[src/rtl/fbh_pkg.sv]
package fbh_pkg;
  typedef enum logic {
    SCAN_IDLE = 1'b0,
    SCAN_RUN  = 1'b1
  } scan_state_e;
endpackage

[src/rtl/fbh_occupancy.sv]
module fbh_occupancy #(
  parameter int SET_W  = 7,
  parameter int WORD_W = 16,
  parameter int QDEPTH = 128,
  localparam int NSETS  = 1 << SET_W,
  localparam int NWORDS = NSETS / WORD_W,
  localparam int BIT_W  = $clog2(WORD_W),
  localparam int WIDX_W = SET_W - BIT_W,
  localparam int CNT_W  = $clog2(QDEPTH + 1)
) (
  input  logic              clk,
  input  logic              rst,
  input  logic              enq_valid,
  input  logic [SET_W-1:0]  enq_set,
  input  logic              rel_en,
  input  logic [SET_W-1:0]  rel_set,
  input  logic [WIDX_W-1:0] rd_word,
  output logic [WORD_W-1:0] rd_bits,
  output logic              empty,
  output logic              overflow
);
  logic [WORD_W-1:0] occ_q [NWORDS];
  logic [CNT_W-1:0]  cnt_q;
  logic              ovf_q;

  logic [WIDX_W-1:0] enq_w, rel_w;
  logic [BIT_W-1:0]  enq_b, rel_b;
  logic              is_member, full, accept, reject;

  assign enq_w = enq_set[SET_W-1:BIT_W];
  assign enq_b = enq_set[BIT_W-1:0];
  assign rel_w = rel_set[SET_W-1:BIT_W];
  assign rel_b = rel_set[BIT_W-1:0];

  assign is_member = occ_q[enq_w][enq_b];
  assign full      = (cnt_q == CNT_W'(QDEPTH));
  assign accept    = enq_valid && !is_member && !full;
  assign reject    = enq_valid && !is_member && full;

  always_ff @(posedge clk) begin
    if (rst) begin
      for (int w = 0; w < NWORDS; w++) occ_q[w] <= '0;
      cnt_q <= '0;
      ovf_q <= 1'b0;
    end else begin
      if (rel_en) occ_q[rel_w][rel_b] <= 1'b0;
      if (accept) occ_q[enq_w][enq_b] <= 1'b1;
      cnt_q <= cnt_q + CNT_W'(accept) - CNT_W'(rel_en);
      ovf_q <= reject;
    end
  end

  assign rd_bits  = occ_q[rd_word];
  assign empty    = (cnt_q == '0);
  assign overflow = ovf_q;

  // occupancy bounded by the configured depth
  p_count_cap_r10: assert property (@(posedge clk) disable iff (rst)
    cnt_q <= CNT_W'(QDEPTH));

  // a dropped enqueue only follows a full record
  p_overflow_full_r3: assert property (@(posedge clk) disable iff (rst)
    overflow |-> ($past(cnt_q) == CNT_W'(QDEPTH)));

  // a released set was recorded
  p_release_member_r7: assert property (@(posedge clk) disable iff (rst)
    rel_en |-> occ_q[rel_w][rel_b]);
endmodule

[src/rtl/fbh_reins_table.sv]
module fbh_reins_table #(
  parameter int SET_W  = 7,
  parameter int WORD_W = 16,
  localparam int NSETS  = 1 << SET_W,
  localparam int NWORDS = NSETS / WORD_W,
  localparam int BIT_W  = $clog2(WORD_W),
  localparam int WIDX_W = SET_W - BIT_W
) (
  input  logic              clk,
  input  logic              rst,
  input  logic              upd_we,
  input  logic [SET_W-1:0]  upd_set,
  input  logic              upd_val,
  input  logic              clr_en,
  input  logic [SET_W-1:0]  clr_set,
  input  logic [WIDX_W-1:0] rd_word,
  output logic [WORD_W-1:0] rd_bits
);
  logic [WORD_W-1:0] tbl_q [NWORDS];

  logic [WIDX_W-1:0] upd_w, clr_w;
  logic [BIT_W-1:0]  upd_b, clr_b;

  assign upd_w = upd_set[SET_W-1:BIT_W];
  assign upd_b = upd_set[BIT_W-1:0];
  assign clr_w = clr_set[SET_W-1:BIT_W];
  assign clr_b = clr_set[BIT_W-1:0];

  always_ff @(posedge clk) begin
    if (rst) begin
      for (int w = 0; w < NWORDS; w++) tbl_q[w] <= '0;
    end else begin
      if (upd_we) tbl_q[upd_w][upd_b] <= upd_val;
      if (clr_en) tbl_q[clr_w][clr_b] <= 1'b0;
    end
  end

  // same-cycle write is visible to the word under scan
  always_comb begin
    rd_bits = tbl_q[rd_word];
    if (upd_we && (upd_w == rd_word)) rd_bits[upd_b] = upd_val;
  end

  // a donor leaves with its demand flag cleared
  p_flag_cleared_r7: assert property (@(posedge clk) disable iff (rst)
    clr_en |=> (tbl_q[$past(clr_w)][$past(clr_b)] == 1'b0));
endmodule

[src/rtl/fbh_word_pick.sv]
module fbh_word_pick #(
  parameter int WORD_W = 16,
  localparam int BIT_W = $clog2(WORD_W)
) (
  input  logic [WORD_W-1:0] cand,
  output logic              hit,
  output logic [BIT_W-1:0]  idx
);
  always_comb begin
    idx = '0;
    for (int b = WORD_W - 1; b >= 0; b--) begin
      if (cand[b]) idx = BIT_W'(b);
    end
  end

  assign hit = |cand;
endmodule

[src/rtl/fbh_scan_ctrl.sv]
module fbh_scan_ctrl
  import fbh_pkg::*;
#(
  parameter int SET_W  = 7,
  parameter int WORD_W = 16,
  localparam int NSETS  = 1 << SET_W,
  localparam int NWORDS = NSETS / WORD_W,
  localparam int BIT_W  = $clog2(WORD_W),
  localparam int WIDX_W = SET_W - BIT_W,
  localparam int SEEN_W = WIDX_W + 1
) (
  input  logic              clk,
  input  logic              rst,
  input  logic              pick_req,
  input  logic              empty,
  input  logic              hit,
  input  logic [BIT_W-1:0]  hit_bit,
  output logic [WIDX_W-1:0] scan_word,
  output logic              take,
  output logic              busy,
  output logic              donor_valid,
  output logic [SET_W-1:0]  donor_set,
  output logic              no_donor
);
  scan_state_e       state_q;
  logic [WIDX_W-1:0] word_q, last_q;
  logic [SEEN_W-1:0] seen_q;
  logic              dv_q, nd_q;
  logic [SET_W-1:0]  ds_q;

  assign take = (state_q == SCAN_RUN) && hit;

  always_ff @(posedge clk) begin
    if (rst) begin
      state_q <= SCAN_IDLE;
      word_q  <= '0;
      last_q  <= WIDX_W'(NWORDS - 1);
      seen_q  <= '0;
      dv_q    <= 1'b0;
      nd_q    <= 1'b0;
      ds_q    <= '0;
    end else begin
      dv_q <= 1'b0;
      nd_q <= 1'b0;
      case (state_q)
        SCAN_IDLE: begin
          if (pick_req) begin
            if (empty) begin
              nd_q <= 1'b1;
            end else begin
              state_q <= SCAN_RUN;
              word_q  <= last_q + 1'b1;
              seen_q  <= '0;
            end
          end
        end
        SCAN_RUN: begin
          if (hit) begin
            dv_q    <= 1'b1;
            ds_q    <= {word_q, hit_bit};
            last_q  <= word_q;
            state_q <= SCAN_IDLE;
          end else if (seen_q == SEEN_W'(NWORDS - 1)) begin
            nd_q    <= 1'b1;
            state_q <= SCAN_IDLE;
          end else begin
            word_q <= word_q + 1'b1;
            seen_q <= seen_q + 1'b1;
          end
        end
        default: state_q <= SCAN_IDLE;
      endcase
    end
  end

  assign scan_word   = word_q;
  assign busy        = (state_q == SCAN_RUN);
  assign donor_valid = dv_q;
  assign donor_set   = ds_q;
  assign no_donor    = nd_q;

  // a scan never outlasts one pass over the words
  p_scan_bound_r8: assert property (@(posedge clk) disable iff (rst)
    busy |-> (seen_q < SEEN_W'(NWORDS)));

  // at most one outcome per cycle
  p_one_outcome_r8: assert property (@(posedge clk) disable iff (rst)
    !(donor_valid && no_donor));

  // donor indication is a single-cycle pulse
  p_donor_pulse_r7: assert property (@(posedge clk) disable iff (rst)
    donor_valid |=> !donor_valid);

  // a donor only comes out of a running scan
  p_donor_from_scan_r8: assert property (@(posedge clk) disable iff (rst)
    donor_valid |-> $past(busy));
endmodule

[src/rtl/floating_block_holder.sv]
module floating_block_holder #(
  parameter int SET_W  = 7,
  parameter int WORD_W = 16,
  parameter int QDEPTH = 128
) (
  input  logic             clk,
  input  logic             rst,
  input  logic             enq_valid,
  input  logic [SET_W-1:0] enq_set,
  output logic             enq_overflow,
  input  logic             reins_we,
  input  logic [SET_W-1:0] reins_set,
  input  logic             reins_val,
  input  logic             pick_req,
  output logic             pick_busy,
  output logic             donor_valid,
  output logic [SET_W-1:0] donor_set,
  output logic             no_donor
);
  localparam int BIT_W  = $clog2(WORD_W);
  localparam int WIDX_W = SET_W - BIT_W;

  logic [WIDX_W-1:0] scan_word;
  logic [WORD_W-1:0] occ_bits, flag_bits, cand;
  logic              empty, hit, take;
  logic [BIT_W-1:0]  hit_bit;
  logic [SET_W-1:0]  take_set;

  assign cand     = occ_bits & ~flag_bits;
  assign take_set = {scan_word, hit_bit};

  fbh_occupancy #(.SET_W(SET_W), .WORD_W(WORD_W), .QDEPTH(QDEPTH)) i_occ (
    .clk      (clk),
    .rst      (rst),
    .enq_valid(enq_valid),
    .enq_set  (enq_set),
    .rel_en   (take),
    .rel_set  (take_set),
    .rd_word  (scan_word),
    .rd_bits  (occ_bits),
    .empty    (empty),
    .overflow (enq_overflow)
  );

  fbh_reins_table #(.SET_W(SET_W), .WORD_W(WORD_W)) i_flags (
    .clk    (clk),
    .rst    (rst),
    .upd_we (reins_we),
    .upd_set(reins_set),
    .upd_val(reins_val),
    .clr_en (take),
    .clr_set(take_set),
    .rd_word(scan_word),
    .rd_bits(flag_bits)
  );

  fbh_word_pick #(.WORD_W(WORD_W)) i_pick (
    .cand(cand),
    .hit (hit),
    .idx (hit_bit)
  );

  fbh_scan_ctrl #(.SET_W(SET_W), .WORD_W(WORD_W)) i_ctrl (
    .clk        (clk),
    .rst        (rst),
    .pick_req   (pick_req),
    .empty      (empty),
    .hit        (hit),
    .hit_bit    (hit_bit),
    .scan_word  (scan_word),
    .take       (take),
    .busy       (pick_busy),
    .donor_valid(donor_valid),
    .donor_set  (donor_set),
    .no_donor   (no_donor)
  );
endmodule

[config.mk]
export PLATFORM = sky130hd
export DESIGN_NAME = floating_block_holder
export DESIGN_NICKNAME = d
export VERILOG_FILES = /design/src/rtl/fbh_pkg.sv /design/src/rtl/fbh_occupancy.sv /design/src/rtl/fbh_reins_table.sv /design/src/rtl/fbh_word_pick.sv /design/src/rtl/fbh_scan_ctrl.sv /design/src/rtl/floating_block_holder.sv
export SDC_FILE = /design/constraint.sdc
export NUM_CORES = 1
export LEC_CHECK = 0
export BUFFER_PORTS_ARGS = -buffer_cell sky130_fd_sc_hd__buf_2
export CAP_MARGIN = 20
export CORE_MARGIN = 2
export CORE_UTILIZATION = 35
export CTS_CLUSTER_DIAMETER = 100
export DETAILED_ROUTE_END_ITERATION = 10
export GPL_TIMING_DRIVEN = 0
export HOLD_SLACK_MARGIN = 0.02
export SYNTH_ARGS = -nofsm -noshare
export SYNTH_HDL_FRONTEND = slang
export SYNTH_SLANG_ARGS = --single-unit
[constraint.sdc]
create_clock -name clk -period 5.59 [get_ports clk]
set_input_delay 0.2795 -clock clk [delete_from_list [all_inputs] [get_ports clk]]
set_output_delay 0.2795 -clock clk [all_outputs]
set_load 0.01 [all_outputs]
### Word level (Yosys, flattened, before mapping)

Memory sizes are Yosys's and may differ from the RTL's. A register that Yosys moved wholly into a read port is not among the register bits.
Cells that the tools add are included.

| cells by class | value |
|---|---|
| add/subtract/negate cells | 5 |
| $lt $le $gt $ge | 6 |
| eq/ne operators | 7 |
| mux-type cells | 74 |
| bitwise logic cells | 3 |
| reductions and logical operators | 19 |

Operators by type and width:

| operator | count |
|---|---|
| 16-bit 2-to-1 mux | 12 |
| 4-bit 2-to-1 mux | 20 |
| 16-bit OR reduction | 5 |
| 3-bit 2-to-1 mux | 12 |
| 1-bit 2-to-1 mux | 21 |
| 16-bit AND | 1 |
| 16-bit bitwise mux | 1 |
| 16-bit inverter | 1 |
| 4-bit by 5-bit less-than comparator with 1-bit output, second input constant | 3 |
| 1-bit demux with 4-bit select | 3 |
| 4-bit by 1-bit greater-or-equal comparator with 1-bit output, second input constant | 3 |
| 8-bit by 1-bit adder with 8-bit output | 1 |
| 8-bit equality test, second input constant | 1 |
| 1-bit logical AND | 8 |
| 8-bit zero test | 1 |
| 2-bit != test, second input constant | 4 |
| 4-bit one-hot mux with 2 select lines | 1 |
| 8-bit by 1-bit subtractor with 8-bit output | 1 |
| 3-bit by 1-bit adder with 3-bit output, second input constant | 2 |
| 3-bit one-hot mux with 2 select lines | 1 |
| 4-bit by 1-bit adder with 4-bit output, second input constant | 1 |
| 1-bit binary-select mux with 4-bit select | 1 |
| 4-bit by 3-bit equality test with 1-bit output, second input constant | 1 |
| 1-bit one-hot mux with 2 select lines | 2 |
| other kinds (6) | 7 |

| word-level totals | value |
|---|---|
| register bits after elaboration | 29 |
| RAM bits | 256 |
| input bits | 20 |
| output and inout port bits | 11 |
| word-level logic and storage cells | 125 |
| memories kept | 2 |

Memories:

| memory | words | bits a word | read ports | clocked after memory_dff | write ports | RTL line | text |
|---|---|---|---|---|---|---|---|
| i_flags.tbl_q | 8 | 16 | 1 | 1 | 8 | fbh_reins_table.sv:19 | `logic [WORD_W-1:0] tbl_q [NWORDS];` |
| i_occ.occ_q | 8 | 16 | 2 | 1 | 8 | fbh_occupancy.sv:22 | `logic [WORD_W-1:0] occ_q [NWORDS];` |

### Logic depth before layout (Yosys ltp)

| logic depth | value |
|---|---|
| word-level depth | 31 |
| depth in mapped cells | 24 |
| gate-level depth less buffers | 21 |

### Modules after synthesis

A second synthesis with hierarchy kept.

| second synthesis, totals | value |
|---|---|
| cells, all modules | 2024 |
| area, all modules | 18042.3 sq um |

Modules (own cells, without submodules):

| module | times used | cells each | area an instance (sq um) | sequential area each (sq um) |
|---|---|---|---|---|
| fbh_occupancy | 1 | 948 | 8981.1 | 2742.6 |
| fbh_reins_table | 1 | 933 | 7803.7 | 2562.5 |
| fbh_scan_ctrl | 1 | 93 | 860.8 | 400.4 |
| floating_block_holder | 1 | 16 | 220.2 | 0.0 |
| fbh_word_pick | 1 | 34 | 176.4 | 0.0 |

### Worst setup path before layout

Ideal clock, no wire load.

| timing path | value |
|---|---|
| path kind | reg2reg |
| start point | register with a tool-made name |
| end point | register i_occ.cnt_q[6] |
| setup time | 128 ps |
| data arrival time | 3998 ps |
| data required time | 5462 ps |
| setup slack | 1465 ps |
| stages on the path, launching flop included | 25 |
| buffers on the path | 3 |
| clock period less this slack | 4125 ps |
| path through | dfxtp_1 > buf_6 > buf_8 > buf_6 > mux4_2 > mux2i_1 > a21oi_1 > a22oi_4 > nand4_4 > or2_2 > nand2_1 > inv_1 > ha_1 > inv_1 > ha_1 > inv_1 > fa_1 > inv_1 > a21oi_1 > o21bai_1 > a21oi_1 > nor2_1 > nor2_1 > xor2_1 > nor2_1 |

RTL lines:

| item | RTL line | text |
|---|---|---|
| end signal: assignment | fbh_occupancy.sv:48 | `cnt_q <= cnt_q + CNT_W'(accept) - CNT_W'(rel_en);` |
| end: declaration | fbh_occupancy.sv:23 | `logic [CNT_W-1:0] cnt_q;` |

==> results.py <==
metrics = {
    "outcome": {
        "status": "finished, final reports clean",
    },
    "synthesis": {
        "syn_nets": 1974,
        "netlist.area_leader.share": 0.341,
        "synth_cell_types": 82,
        "syn_area_mm2": 0.0169,
        "ys.flop_type": "dfxtp_1",
        "synth_area_per_cell_um2": 8.72,
        "ys_ff_latch": 288,
        "synth_edf_count": 0,
        "ys_seq_area_frac": 0.341,
        "syn_inst": 1939,
        "yosysWarnings": 0,
        "async_flop_share": 0,
        "synthTopCellsByArea": "dfxtp_1 34%, mux4_2 11%, a21oi_1 5.8%",
        "synth_top_area_cell": "dfxtp_1",
    },
    "global_route": {
        "grt_max_degree": 13,
        "grt_pass1_wl_um": 116000,
        "antenna_found_initial": 5,
        "track_usage": 0.324,
        "grt_pass1_vias": 16031,
        "grt-ovfl-total": 0,
    },
    "layout": {
        "drive_gt1_frac": 0.152,
        "post-route-util": 0.402,
        "syn_to_final_growth_pct": 13.6,
        "nNetsFinal": 2052,
        "fill_cells": 4692,
        "layoutNonFillerInstCount": 2657,
    },
    "sta": {
        "worst_pin_slew_ns": 1.26,
        "relSlewSlack": 0.156,
        "period_needed_ns": 5.34,
        "hold_viol_final": 0,
        "fmax_mhz": 187,
        "timing.final.ws_setup_ns": 0.250,
        "setup-tns-final_ns": 0,
        "rsz0062_at_grt": "false",
        "post-route-period-util": 0.955,
        "setup_viol": 0,
        "clock_skew_ns": 0.0176,
        "maxSlewViolCount": 0,
    },
    "power_and_ir_drop": {
        "peakVddDrop_mv": 0.224,
        "powerDensity_mw_per_mm2": 309,
        "p_leak_nw": 6.00,
    },
    "worst_setup_path": {
        "cpPeakStageDelay_ns": 0.43,
        "path_class": "flip-flop to flip-flop",
        "cpLargestDelayFamily": "buffers and inverters",
        "end_kind": "flip-flop",
        "path_buf_inv": 7,
        "cpMaxStageDelayCell": "mux2i_2",
        "cp_cell_sequence": "buf_4, buf_4, buf_4, mux4_2, mux2i_2, a21oi_1, a22oi_2, nand4_4, or2_2, nand2_1, inv_1, ha_1, inv_1, ha_1, inv_1, fa_1, inv_1, a21oi_1, o21bai_1, a21oi_1, nor2_1, nor2_1, xor2_1, nor2_1",
        "worst_ep_arrival_time_ns": 5.77,
        "critPathMostFrequentCell": "inv_1",
        "path_max_fanout": 10,
        "cp.required_ns": 6.02,
        "start_kind": "flip-flop",
    },
    "detailed_routing": {
        "num_vias": 17521,
        "wl_per_cell_um": 31.1,
        "postRouteAntennaNets": 0,
        "drcViolationCount": 0,
        "via_per_inst": 6.59,
        "first_pass_iters": 7,
        "drt-total-wl_um": 82700,
        "drt_iter0_drc": 2766,
    },
    "clock_network": {
        "cts_hold_buf": 0,
        "clkLatencyLatePin_ns": 0.57,
        "cts_root_buf": "clkbuf_16",
        "cts.sinks": 288,
        "path_clk_slew_ns": 0.06,
        "cts_made_buffers": 36,
        "htree_levels": 2,
        "clockBufferDepth": 3,
        "cts_tree": "yes",
    },
    "placed_design": {
        "io_buffers": 23,
        "gp_congestion": 1.05,
        "dp_slack_ns": -0.0439,
        "placed_cells": 2590,
        "place_hpwl_um": 62400,
    },
    "die": {
        "rows": 80,
        "dieArea_mm2": 0.0501,
        "ioPinCount": 31,
        "fp.dieW_um": 224,
        "coreArea_mm2": 0.0477,
        "die_h_um": 224,
        "start_util": 0.354,
    },
    "run": {
        "maxCapViolCount": 0,
    },
    "hold_path": {
        "hold_path_class": "input port to flip-flop",
        "hp-start": "pick_req",
    },
}
## worst reg2reg max path, stage by stage (launching register included)
cell and delay (ns):
dfxtp_1 0.31, buf_4 0.28, buf_4 0.38, buf_4 0.35, mux4_2 0.38, mux2i_2 0.43, a21oi_1 0.17, a22oi_2 0.30
nand4_4 0.23, or2_2 0.38, nand2_1 0.14, inv_1 0.11, ha_1 0.29, inv_1 0.06, ha_1 0.16, inv_1 0.06
fa_1 0.43, inv_1 0.07, a21oi_1 0.06, o21bai_1 0.22, a21oi_1 0.10, nor2_1 0.09, nor2_1 0.05, xor2_1 0.12
nor2_1 0.05
## routing by layer
metal | share of wire | GRT usage | vias to the layer above | wire length, µm
li1 | - | - | 7358 | -
met1 | 0.37 | 0.408 | 8445 | 31000
met2 | 0.42 | 0.474 | 1381 | 34500
met3 | 0.14 | 0.108 | 329 | 11400
met4 | 0.071 | 0.209 | 8 | 5830
met5 | 0.00080 | 0 | - | 66
## cells in the mapped netlist, types with 29 or more instances
library cell and instances:
dfxtp_1 288, a21oi_1 196, nand2_1 178, inv_1 126
clkbuf_1 121, o32ai_1 106, nand3_1 100, nand3b_1 93
nor2_1 88, mux4_2 84, nand2b_1 69, a31oi_1 60
nor3_1 56, mux2i_1 33, buf_2 31, nor4_1 31
o21ai_0 29
## power breakdown
group	leakage [nW]	switching [mW]	total [mW]	internal, mW
registers	2.32	0.0430	2.15	2.11
clock network	0.574	0.984	2.39	1.40
logic	3.10	0.942	1.40	0.454
total	6.00	1.97	5.93	3.97
## area by class of cell
| class | count | area [µm²] | area share |
|---|---|---|---|
| multi-input cells | 1343 | 9910 | 0.516 |
| flip-flops and latches | 288 | 5770 | 0.300 |
| clock buffers | 53 | 1060 | 0.0550 |
| plain buffers | 180 | 853 | 0.0444 |
| well taps | 615 | 769 | 0.0401 |
| inverters | 128 | 480 | 0.0250 |
| repair buffers | 40 | 256 | 0.0134 |
| clock inverters | 9 | 110 | 0.00573 |
| diodes | 1 | 2.50 | 0.000130 |
## cells by family (layout without fill, tap and decap cells)
logic type               count (synthesis)  after routing  share of synthesized area
AND/OR/NAND/NOR                        699            699                      0.227
AO/OA/AOI/OAI                          482            482                      0.193
buffers and inverters                  308            410                     0.0782
flip-flops                             288            288                      0.341
multiplexers                           135            135                      0.143
adder cells (fa/ha/maj)                 15             15                     0.0115
XOR/XNOR                                12             12                    0.00666
other                                    0              1                          0
## placed cells by master (no fill, tap or decap), drive strengths merged, types with 5 or more instances in the layout
| cell type | instances |
|---|---|
| mux2 | 18 |
| ha | 14 |
| dfxtp | 288 |
| xnor2 | 5 |
| clkinv | 7 |
| nor3 | 69 |
| nor2b | 16 |
| and3 | 7 |
| a22oi | 10 |
| nand3b | 93 |
| inv | 128 |
| and2 | 12 |
| xor2 | 7 |
| o32ai | 106 |
| nand2 | 178 |
| a221oi | 6 |
| a211oi | 10 |
| o21ai | 36 |
| nor4 | 39 |
| buf | 95 |
| a2111oi | 10 |
| nand2b | 69 |
| nand4 | 7 |
| o31ai | 6 |
| mux2i | 33 |
| a21oi | 196 |
| o211ai | 9 |
| o22ai | 5 |
| mux4 | 84 |
| a21o | 9 |
| a31oi | 61 |
| nand3 | 100 |
| nor2 | 90 |
| clkbuf | 177 |
## state kept, by name, indices dropped and copies added, names as in the netlist, named ones only
register,count
i_flags.tbl_q,128
i_occ.occ_q,128
i_occ.cnt_q,8
i_ctrl.donor_set,7
i_ctrl.seen_q,4
i_ctrl.last_q,3
i_ctrl.scan_word,3
i_ctrl.busy,1
i_ctrl.donor_valid,1
i_ctrl.no_donor,1
i_occ.overflow,1
## final timing paths
check,end,slack (ns),cells after the start
min reg2reg,i_ctrl.donor_set[0],0.45,2
max,i_occ.cnt_q[6],0.25,24
min,i_ctrl.no_donor,0.14,4
max reg2reg,i_occ.cnt_q[6],0.25,24
## timing repair
item	in CTS	in global routing
buffers inserted	0	0
setup endpoints to repair	1	3
resized for setup	1	14
## through the flow
stage	hold WS [ns]	area, µm²	total power [mW]
final	0.141	19200	5.93
after global routing	0.166	19200	6.07
after CTS	0.123	19100	5.87
after detailed placement	0.451	18000	3.53
after global placement	0.447	17800	3.47
after floorplan	0.435	16900	3.03
(Power assumes the default switching activity.)
